--- config.mk ---
export PLATFORM = sky130hd
export DESIGN_NAME = fence_order_expand
export DESIGN_NICKNAME = d
export VERILOG_FILES = /design/src/rtl/fox_pkg.sv /design/src/rtl/fox_envcfg_regs.sv /design/src/rtl/fox_fence_widen.sv /design/src/rtl/fox_amo_order.sv /design/src/rtl/fence_order_expand.sv
export SDC_FILE = /design/constraint.sdc
export NUM_CORES = 1
export LEC_CHECK = 0
export BUFFER_PORTS_ARGS = -buffer_cell sky130_fd_sc_hd__buf_2
export CAP_MARGIN = 20
export CORE_MARGIN = 5
export CORE_UTILIZATION = 32
export CTS_CLUSTER_SIZE = 30
export DETAILED_ROUTE_END_ITERATION = 10
export GPL_ROUTABILITY_DRIVEN = 0
export GPL_TIMING_DRIVEN = 0
export HOLD_SLACK_MARGIN = 0.1
export PLACE_DENSITY = 0.87
export SETUP_SLACK_MARGIN = 0.3
export SLEW_MARGIN = 20
export SYNTH_ARGS = -nofsm -noshare
export SYNTH_HDL_FRONTEND = slang
export SYNTH_HIERARCHICAL = 1
export SYNTH_SLANG_ARGS = --single-unit
--- constraint.sdc ---
create_clock -name clk -period 1.5 [get_ports clk]
set_input_delay 0.075 -clock clk [delete_from_list [all_inputs] [get_ports clk]]
set_output_delay 0.075 -clock clk [all_outputs]
set_load 0.05 [all_outputs]
--- src/rtl/fox_pkg.sv ---
package fox_pkg;

   localparam int CFG_W          = 64;
   localparam int FENCE_W        = 4;
   localparam int IO_MEM_BIT     = 0;
   localparam int CACHE_INV_LSB  = 4;
   localparam int CACHE_INV_MSB  = 5;
   localparam int CACHE_FLUSH_BIT = 6;
   localparam int CACHE_ZERO_BIT = 7;
   localparam int GUEST_TMR_BIT  = 63;

   // fence set encoding: [3] device in, [2] device out, [1] mem read, [0] mem write
   localparam int F_DEV_IN  = 3;
   localparam int F_DEV_OUT = 2;
   localparam int F_MEM_RD  = 1;
   localparam int F_MEM_WR  = 0;

   function automatic logic [CFG_W-1:0] cfg_keep_mask();
      logic [CFG_W-1:0] m;
      m = '0;
      m[IO_MEM_BIT]      = 1'b1;
      for (int b = CACHE_INV_LSB; b <= CACHE_INV_MSB; b++) m[b] = 1'b1;
      m[CACHE_FLUSH_BIT] = 1'b1;
      m[CACHE_ZERO_BIT]  = 1'b1;
      m[GUEST_TMR_BIT]   = 1'b1;
      return m;
   endfunction

endpackage

--- src/rtl/fox_envcfg_regs.sv ---
module fox_envcfg_regs
   import fox_pkg::*;
#(
   parameter int            XLEN    = 64,
   parameter int            AW      = 12,
   parameter logic [AW-1:0] LO_ADDR = 12'h60A,
   parameter logic [AW-1:0] HI_ADDR = 12'h61A
)(
   input  logic             clk,
   input  logic             rst_n,
   input  logic             csr_valid,
   input  logic             csr_write,
   input  logic [AW-1:0]    csr_addr,
   input  logic [XLEN-1:0]  csr_wdata,
   output logic [XLEN-1:0]  csr_rdata,
   output logic             csr_err,
   output logic [CFG_W-1:0] cfg_q
);

   localparam logic [CFG_W-1:0] KEEP = cfg_keep_mask();
   localparam int HALF = CFG_W / 2;

   logic             sel_lo;
   logic             sel_hi;
   logic [CFG_W-1:0] cfg_d;

   assign sel_lo = csr_valid && (csr_addr == LO_ADDR);
   assign sel_hi = csr_valid && (csr_addr == HI_ADDR);

   if (XLEN != 32 && XLEN != 64) begin : g_bad_xlen
      $error("fox_envcfg_regs: XLEN must be 32 or 64");
   end
   if (LO_ADDR == HI_ADDR) begin : g_bad_addr
      $error("fox_envcfg_regs: low and high addresses must differ");
   end

   if (XLEN == CFG_W) begin : g_wide
      logic [CFG_W-1:0] wd;
      assign wd = CFG_W'(csr_wdata);
      always_comb begin
         cfg_d = cfg_q;
         if (sel_lo && csr_write) cfg_d = wd;
      end
      assign csr_rdata = sel_lo ? XLEN'(cfg_q) : '0;
      assign csr_err   = sel_hi;
   end else begin : g_split
      logic [HALF-1:0] wd;
      assign wd = HALF'(csr_wdata);
      always_comb begin
         cfg_d = cfg_q;
         if (csr_write && sel_lo) cfg_d = {cfg_q[CFG_W-1:HALF], wd};
         if (csr_write && sel_hi) cfg_d = {wd, cfg_q[HALF-1:0]};
      end
      always_comb begin
         csr_rdata = '0;
         if (sel_lo) csr_rdata = XLEN'(cfg_q[HALF-1:0]);
         if (sel_hi) csr_rdata = XLEN'(cfg_q[CFG_W-1:HALF]);
      end
      assign csr_err = 1'b0;
   end

   always_ff @(posedge clk) begin
      if (!rst_n) cfg_q <= '0;
      else        cfg_q <= cfg_d & KEEP;
   end

   AST_RSV_ZERO: assert property (@(posedge clk) disable iff (!rst_n)
      (cfg_q & ~KEEP) == '0);

   AST_ERR_IFF_HI: assert property (@(posedge clk) disable iff (!rst_n)
      csr_err |-> (sel_hi && XLEN == CFG_W));

   if (XLEN == CFG_W) begin : g_hi_chk
      AST_HI_BLOCKED: assert property (@(posedge clk) disable iff (!rst_n)
         (sel_hi && csr_write) |=> $stable(cfg_q));
   end else begin : g_half_chk
      AST_HALF_KEEP: assert property (@(posedge clk) disable iff (!rst_n)
         (sel_lo && csr_write) |=> $stable(cfg_q[CFG_W-1:HALF]));
   end

endmodule

--- src/rtl/fox_fence_widen.sv ---
module fox_fence_widen
   import fox_pkg::*;
#(
   parameter int NSETS = 2
)(
   input  logic                          widen,
   input  logic [NSETS-1:0][FENCE_W-1:0] set_i,
   output logic [NSETS-1:0][FENCE_W-1:0] set_o
);

   if (NSETS < 1) begin : g_bad
      $error("fox_fence_widen: NSETS must be at least 1");
   end

   for (genvar g = 0; g < NSETS; g++) begin : g_set
      logic [FENCE_W-1:0] extra;
      always_comb begin
         extra = '0;
         extra[F_MEM_RD] = set_i[g][F_DEV_IN];
         extra[F_MEM_WR] = set_i[g][F_DEV_OUT];
      end
      assign set_o[g] = set_i[g] | (widen ? extra : '0);
   end

endmodule

--- src/rtl/fox_amo_order.sv ---
module fox_amo_order (
   input  logic widen,
   input  logic aq,
   input  logic rl,
   input  logic dev_io,
   output logic mem_order
);

   logic ordered;
   assign ordered   = aq | rl;
   assign mem_order = widen & dev_io & ordered;

endmodule

--- src/rtl/fence_order_expand.sv ---
module fence_order_expand
   import fox_pkg::*;
#(
   parameter int            XLEN    = 64,
   parameter int            AW      = 12,
   parameter logic [AW-1:0] LO_ADDR = 12'h60A,
   parameter logic [AW-1:0] HI_ADDR = 12'h61A
)(
   input  logic            clk,
   input  logic            rst_n,
   input  logic            csr_valid,
   input  logic            csr_write,
   input  logic [AW-1:0]   csr_addr,
   input  logic [XLEN-1:0] csr_wdata,
   output logic [XLEN-1:0] csr_rdata,
   output logic            csr_err,
   input  logic            virt_mode,
   input  logic [3:0]      fence_pred,
   input  logic [3:0]      fence_succ,
   output logic [3:0]      eff_pred,
   output logic [3:0]      eff_succ,
   input  logic            amo_aq,
   input  logic            amo_rl,
   input  logic            amo_dev_io,
   output logic            amo_mem_order
);

   logic [CFG_W-1:0]        cfg_q;
   logic                    widen;
   logic [1:0][FENCE_W-1:0] sets_in;
   logic [1:0][FENCE_W-1:0] sets_out;

   fox_envcfg_regs #(
      .XLEN(XLEN), .AW(AW), .LO_ADDR(LO_ADDR), .HI_ADDR(HI_ADDR)
   ) u_regs (
      .clk(clk), .rst_n(rst_n),
      .csr_valid(csr_valid), .csr_write(csr_write),
      .csr_addr(csr_addr), .csr_wdata(csr_wdata),
      .csr_rdata(csr_rdata), .csr_err(csr_err),
      .cfg_q(cfg_q)
   );

   assign widen = cfg_q[IO_MEM_BIT] & virt_mode;

   assign sets_in[0] = fence_pred;
   assign sets_in[1] = fence_succ;

   fox_fence_widen #(.NSETS(2)) u_widen (
      .widen(widen), .set_i(sets_in), .set_o(sets_out)
   );

   assign eff_pred = sets_out[0];
   assign eff_succ = sets_out[1];

   fox_amo_order u_amo (
      .widen(widen), .aq(amo_aq), .rl(amo_rl), .dev_io(amo_dev_io),
      .mem_order(amo_mem_order)
   );

   AST_RESET_QUIET: assert property (@(posedge clk)
      !rst_n |=> (cfg_q == '0));

   AST_PASS_THRU: assert property (@(posedge clk) disable iff (!rst_n)
      !(cfg_q[IO_MEM_BIT] && virt_mode) |-> (eff_pred == fence_pred && eff_succ == fence_succ));

   AST_PRED_WIDEN: assert property (@(posedge clk) disable iff (!rst_n)
      (cfg_q[IO_MEM_BIT] && virt_mode && fence_pred[F_DEV_IN]) |-> eff_pred[F_MEM_RD]);

   AST_NO_DROP: assert property (@(posedge clk) disable iff (!rst_n)
      ((eff_pred & fence_pred) == fence_pred) && ((eff_succ & fence_succ) == fence_succ));

   AST_SUCC_WIDEN: assert property (@(posedge clk) disable iff (!rst_n)
      (cfg_q[IO_MEM_BIT] && virt_mode && fence_succ[F_DEV_OUT]) |-> eff_succ[F_MEM_WR]);

   AST_AMO_GATE: assert property (@(posedge clk) disable iff (!rst_n)
      amo_mem_order |-> (virt_mode && cfg_q[IO_MEM_BIT]));

   AST_AMO_QUIET: assert property (@(posedge clk) disable iff (!rst_n)
      (!amo_dev_io || !(amo_aq || amo_rl)) |-> !amo_mem_order);

endmodule

==> Word level (Yosys, flattened, before mapping) <==
Index checks and enable logic that the tools add are counted.
{ "op_classes": {"eq_ne": 2, "muxes": 3, "n_bitwise": 6, "reduce_logical": 3} }
{ "ops": {"columns": ["cell", "n"], "rows": [
  ["$mux W64", 1],
  ["$eq A12 B11 Y1 const B", 2],
  ["$or A4 B4 Y4", 2],
  ["$mux W2", 2],
  ["$and A1 B1 Y1", 3],
  ["$logic_and A1 B1 Y1", 3],
  ["$or A1 B1 Y1", 1]
]} }
{ "totals": {"reg_bits": 64, "input_bits": 92, "out_inout_bits": 74, "word_cells": 16} }

==> Logic depth before layout (Yosys ltp) <==
Gate-level depths: netlist of the first run.
{ "logic_depth": {"word_depth": 3, "mapped_depth": 3, "ltp_nobuf": 3} }

==> Hierarchy <==
Netlist of the first run, hierarchy kept.
{ "modules_own_cells": {"columns": ["module", "instances", "cells_per_inst", "area_per_inst_um2", "seq_area_each_um2"], "rows": [
  ["fox_envcfg_regs", 1, 156, 1216.2, 120.1],
  ["fox_fence_widen", 1, 8, 60.1, 0.0],
  ["fox_amo_order", 1, 1, 10.0, 0.0],
  ["fence_order_expand", 1, 1, 6.3, 0.0]
]} }

==> Worst setup path after synthesis of the first run <==
No wires, ideal clock.
{ "synth_path": {"path_kind": "in2out", "startpoint": "input csr_addr[5]", "endpoint": "output csr_err", "arrival_ps": 2090, "t_required_ps": 1425, "setup_slack_ps": -665, "path_stages": 2, "n_path_buf": 0, "path_cell_list": "or4_4 nor4_1"} }
{ "synth_via": {"elab_chain_len": 2} }
{ "synth_lines": {"columns": ["item", "line_no", "text"], "rows": [
  ["start: declaration", "fence_order_expand.sv:13", "input logic [AW-1:0] csr_addr,"],
  ["$eq A12 B11 Y1", "fox_envcfg_regs.sv:28", "assign sel_hi = csr_valid && (csr_addr == HI_ADDR);"],
  ["$logic_and A1 B1 Y1", "fox_envcfg_regs.sv:28", null],
  ["end: declaration", "fence_order_expand.sv:16", "output logic csr_err,"]
]} }
No other way between the ends.

==> Worst setup path in the final report of the first run <==
{ "layout_path": {"startpoint": "input csr_addr[11]", "endpoint": "output csr_rdata[4]"} }
{ "layout_via": {"elab_chain_len": 3} }
{ "layout_lines": {"columns": ["item", "line_no", "text"], "rows": [
  ["$eq A12 B11 Y1", "fox_envcfg_regs.sv:27", "assign sel_lo = csr_valid && (csr_addr == LO_ADDR);"],
  ["$logic_and A1 B1 Y1", "fox_envcfg_regs.sv:27", null],
  ["$mux W64", "fox_envcfg_regs.sv:44", "assign csr_rdata = sel_lo ? XLEN'(cfg_q) : '0;"],
  ["end: declaration", "fence_order_expand.sv:15", "output logic [XLEN-1:0] csr_rdata,"]
]} }
No other way between the ends.

==> impl_metrics.env, run 1 <==
export IMPL_finalSetupViolations=0
export IMPL_seqPwrFrac=0.177
export IMPL_dr_total_vias=872
export IMPL_cp_required_ns=1.42
export IMPL_die_w_um=61.8
export IMPL_drc_errors=0
export IMPL_io_buffers=49
export IMPL_wl_per_cell_um=9.30
export IMPL_routed_wl_mm=2.40
export IMPL_dpl_hpwl_mm=2.09
export IMPL_p_leak_nw=1.00
export IMPL_cts_buffers=3
export IMPL_cp_max_fo=6
export IMPL_timing_final_crit_share=0.932
export IMPL_synth_warnings=6
export IMPL_use_met2=0.224
export IMPL_grt_use_total=0.118
export IMPL_switchingPower_w=0.000475
export IMPL_cts_htree_levels=1
export IMPL_fp_dieH_um=61.8
export IMPL_num_rows=18
export IMPL_clkSinkCount=6
export IMPL_pwr_share_clk=0.165
export IMPL_final_cell_count_no_fill=258
export IMPL_endpoint_kind="output port"
export IMPL_grt_met3_usage=0.0455
export IMPL_grt_first_pass_wirelength_mm=3.35
export IMPL_floorplan_initialDensity=0.340
export IMPL_maxSlewViolCount=0
export IMPL_area_growth_synth_to_final_pct=89.3
export IMPL_ioPinCount=166
export IMPL_ant_nets=0
export IMPL_min_period_ns=1.40
export IMPL_dp_cells=244
export IMPL_nNetsFinal=322
export IMPL_drt_iter0_drc=12
export IMPL_timing_fmax_mhz=716
export IMPL_top_regs="u_regs/cfg_q x6"
export IMPL_cts_tree="built"
export IMPL_vdd_ir_drop_max_mv=0.399
export IMPL_grt_max_degree=11
export IMPL_antenna_found_initial=0
export IMPL_root_buffer="clkbuf_4"
export IMPL_met1_usage=0.118
export IMPL_grt_overflow=0
export IMPL_fill_cells=205
export IMPL_rsz0062_at_grt="true"
export IMPL_crit_chain="buf_6, or4_4, nor4_4, buf_4, and2_4, buf_8"
export IMPL_busiest_layer="met2"
export IMPL_hold_viol=0
export IMPL_power_w=0.000901
export IMPL_viasPerCell=3.38
export IMPL_path_buf_inv=3
export IMPL_die_area_sq_um=3810
export IMPL_arrival_ns=1.32
export IMPL_clk_insertion_delay_late_ns=0.24
export IMPL_first_pass_iters=2
export IMPL_drv_cap=0
export IMPL_top_register="u_regs/cfg_q"
export IMPL_worstSetupStartpointType="input port"
export IMPL_largest_register_ffs=6
export IMPL_p_per_area_nw_per_um2=555
export IMPL_core_area_sq_um=2520
export IMPL_p_sw_frac=0.527
export IMPL_synth_area_sq_um=857
export IMPL_ctsLongestPathBuffers=2
export IMPL_final_layout_size_suffix_gt1_frac=0.575
export IMPL_worst_setup_path_type="in -> out"
export IMPL_syn_avg_cell_area_sq_um=7.94
export IMPL_p_comb_frac=0.658
export IMPL_cts_clk_slew_worst_paths_ns=0.05
export IMPL_cp_slowest_cell="or4_4"
export IMPL_synthCells=108
export IMPL_status="finished clean"
export IMPL_critPathTopFamily="simple AND/OR/NAND/NOR gates"
export IMPL_finClkSkew_ns=0
export IMPL_internal_power_w=0.000427
export IMPL_hold_path_class="in -> reg"
export IMPL_max_stage_delay_ns=0.55
export IMPL_n_antenna_cell=0
export IMPL_grt_pass1_vias=800
[cell type report]
type	instances	area [sq um]	share of cell area
buffer	63	469	0.289
sequential	6	121	0.0748
tap	30	37.5	0.0231
clock buffer	3	22.5	0.0139
timing repair buffer	60	438	0.270
multi-input combinational	95	531	0.327
inverter	1	3.75	0.00231
[through the flow]
stage	instance area [sq um]	util	hold slack [ns]	setup WS [ns]	setup TNS, ns
floorplan	1120	-	0.217	0.194	0
global placement	1400	0.555	0.323	-0.128	-0.828
detailed placement	1400	0.555	0.331	-0.133	-1.05
CTS	1610	0.638	0.362	-0.0320	-0.181
global route	1620	0.643	0.392	0.0269	0
finish	1620	0.643	0.370	0.103	0
[power by group through the flow]
stage          registers [W]  logic [W]  clock network, W
6_report            0.000160   0.000593          0.000149
5_1_grt             0.000160   0.000623          0.000169
4_1_cts             0.000160   0.000581          0.000158
3_5_place_dp        0.000163   0.000561                 0
3_3_place_gp        0.000163   0.000558                 0
2_1_floorplan       0.000163   0.000504                 0
[what timing repair did]
| item | 4_1_cts | 5_1_grt |
|---|---|---|
| setup buffers | 4 | 0 |
| hold endpoints to repair | 6 | 0 |
| resized for setup | 27 | 4 |
| pin swaps | 9 | 2 |
| setup endpoints to repair | 18 | 16 |
| hold buffers | 7 | 0 |
[cell usage in the layout (no fill, tap or decap)]
cell,count
buf_4,69
conb_1,58
buf_2,36
nand2_1,12
and2_4,7
dlygate4sd3_1,7
buf_8,6
mux2i_1,6
dfxtp_1,5
buf_6,4
a21o_1,4
clkbuf_4,3
nor4_4,3
o211a_1,1
nand4bb_2,1
nand4b_1,1
or4_4,1
inv_1,1
clkbuf_1,1
nand2b_1,1
dfxtp_2,1
[worst reg2reg max path: cells and delay by family (launching register included)]
family / cells / cell delay [ns]
and+or+nand+nor: 1 / 0.05
muxes: 1 / 0.14
DFF: 1 / 0.32
[worst paths after layout]
path                     from          endpoint  slack [ns]  cells after the start
max              csr_addr[11]      csr_rdata[4]        0.10                      6
min                 csr_write   u_regs/cfg_q[0]        0.37                      5
max reg2reg   u_regs/cfg_q[4]   u_regs/cfg_q[4]        0.92                      2
min reg2reg  u_regs/cfg_q[63]  u_regs/cfg_q[63]        0.46                      2
[layer usage]
metal,up-vias,wire length (um)
li1,467,-
met1,363,677
met2,42,1470
met3,0,248
met4,0,0
met5,-,0
Note: power is estimated with default switching activity, not from simulation.
==> run 2, diff against run 1 <==
--- a/config.mk
+++ b/config.mk
@@ -14,8 +14,10 @@
 export GPL_ROUTABILITY_DRIVEN = 0
 export GPL_TIMING_DRIVEN = 0
 export HOLD_SLACK_MARGIN = 0.1
+export MAX_ROUTING_LAYER = met4
 export PLACE_DENSITY = 0.87
 export SETUP_SLACK_MARGIN = 0.3
+export SKIP_CTS_REPAIR_TIMING = 1
 export SLEW_MARGIN = 20
 export SYNTH_ARGS = -nofsm -noshare
 export SYNTH_HDL_FRONTEND = slang
==> run 2 against run 1 <==
The run now ends with setup timing left. Sequential power barely moved. Setup slack worse by 0.15 ns. Routed wire length shrank 4.5%. Power fell by 1.5%. Clock power is essentially flat. Die area is the same. Worst hold slack got worse by 0.29 ns. Critical path type unchanged. Critical endpoint is now csr_rdata[5]. Largest cell class unchanged. Largest power group unchanged. Highest routed layer is now met4.
==> impl_metrics.env, run 2 (synthesis gave the netlist of run 1 again) <==
export IMPL_final_common_cell="buf_4"
export IMPL_floorplan_initialDensity=0.340
export IMPL_largest_register_ffs=6
export IMPL_rsz0062_at_grt="true"
export IMPL_cp_slowest_cell="or4_4"
export IMPL_arrival_ns=1.48
export IMPL_top_regs="u_regs/cfg_q x6"
export IMPL_area_growth_synth_to_final_pct=82.2
export IMPL_finClkSkew_ns=0
export IMPL_clk_insertion_delay_late_ns=0.24
export IMPL_p_leak_nw=0.973
export IMPL_worst_setup_path_type="in -> out"
export IMPL_n_antenna_cell=0
export IMPL_cp_max_fo=6
export IMPL_path_buf_inv=3
export IMPL_grt_max_degree=11
export IMPL_io_buffers=49
export IMPL_timing_fmax_mhz=645
export IMPL_maxSlewViolCount=0
export IMPL_drt_iter0_drc=8
export IMPL_ant_nets=0
export IMPL_die_w_um=61.8
export IMPL_drc_errors=0
export IMPL_violations="setup timing"
export IMPL_crit_chain="buf_6, or4_4, nor4_4, buf_4, and2_4, buf_8"
export IMPL_clkSinkCount=6
export IMPL_cp_required_ns=1.42
export IMPL_grt_pass1_vias=756
export IMPL_ctsLongestPathBuffers=2
export IMPL_die_area_sq_um=3810
export IMPL_grt_overflow=0
export IMPL_finalSetupViolations=6
export IMPL_final_util=0.619
export IMPL_routed_wl_mm=2.29
export IMPL_top_register="u_regs/cfg_q"
export IMPL_core_area_sq_um=2520
export IMPL_hold_path_class="in -> reg"
export IMPL_fp_dieH_um=61.8
export IMPL_timing_final_crit_share=1.03
export IMPL_viasPerCell=3.34
export IMPL_rrSetupSlack_ns=0.92
export IMPL_dpl_hpwl_mm=2.09
export IMPL_root_buffer="clkbuf_4"
export IMPL_wl_per_cell_um=9.10
export IMPL_final_layout_size_suffix_gt1_frac=0.586
export IMPL_pre_cts_slack_ns=-0.133
export IMPL_first_pass_iters=3
export IMPL_cts_buffers=3
export IMPL_layout_common_cells="buf_4 (66), conb_1 (58), buf_2 (36)"
export IMPL_vdd_ir_drop_max_mv=0.445
export IMPL_grt_use_total=0.108
export IMPL_cts_tree="built"
export IMPL_num_rows=18
export IMPL_status="complete, but fails checks"
export IMPL_ioPinCount=166
export IMPL_cts_clk_slew_worst_paths_ns=0.05
export IMPL_drv_cap=0
export IMPL_cts_htree_levels=1
export IMPL_antenna_found_initial=0
export IMPL_dr_total_vias=842
export IMPL_setup_slack_ns=-0.0500
export IMPL_nNetsFinal=316
export IMPL_min_period_ns=1.55
export IMPL_critPathTopFamily="simple AND/OR/NAND/NOR gates"
export IMPL_endpoint_kind="output port"
export IMPL_worstSetupStartpointType="input port"
export IMPL_hold_viol=0
export IMPL_max_stage_delay_ns=0.56
export IMPL_p_per_area_nw_per_um2=568
export IMPL_grt_first_pass_wirelength_mm=3.03
export IMPL_tns_ns=-0.284
==> run 2: metal layers <==
| metal | global-route usage | wire, um |
|---|---|---|
| met5 | - | 0 |
| met4 | 0.0273 | 9 |
| met3 | 0.0372 | 219 |
| met2 | 0.191 | 1360 |
| met1 | 0.116 | 702 |
==> run 2: per-stage QoR <==
step	total power [W]	std cells	instance area, sq um	hold WS, ns
after floorplan	0.000667	165	1120	0.217
after global placement	0.000721	244	1400	0.323
after detailed placement	0.000724	244	1400	0.331
after CTS	0.000879	247	1420	0.0658
after global routing	0.000938	252	1560	0.0970
final	0.000888	252	1560	0.0805
==> run 2: tightest hold or removal path, cell delays in order <==
cell	delay (ns)
buf_2	0.09
nand2_1	0.05
mux2i_1	0.06
==> run 2: power breakdown <==
group          total [W]  internal, W   switching, W
sequential      0.000160     0.000160  0.00000000448
combinational   0.000579     0.000166       0.000414
clock           0.000148    0.0000905      0.0000578
total           0.000888     0.000416       0.000472
==> run 2: final cells by class <==
class | count | area (sq um)
well taps | 30 | 37.5
plain buffers | 63 | 469
inverters | 1 | 3.75
clock buffers | 3 | 22.5
fillers | 216 | 961
multi-input cells | 95 | 526
repair buffers | 54 | 382
flip-flops and latches | 6 | 121
==> run 2: path summary, 6_finish.rpt <==
kind / end / start / cells after the start
setup / recovery: csr_rdata[5] / csr_addr[11] / 6
hold / removal: u_regs/cfg_q[6] / csr_wdata[6] / 3
setup reg to reg: u_regs/cfg_q[4] / u_regs/cfg_q[4] / 2
hold reg to reg: u_regs/cfg_q[63] / u_regs/cfg_q[63] / 2
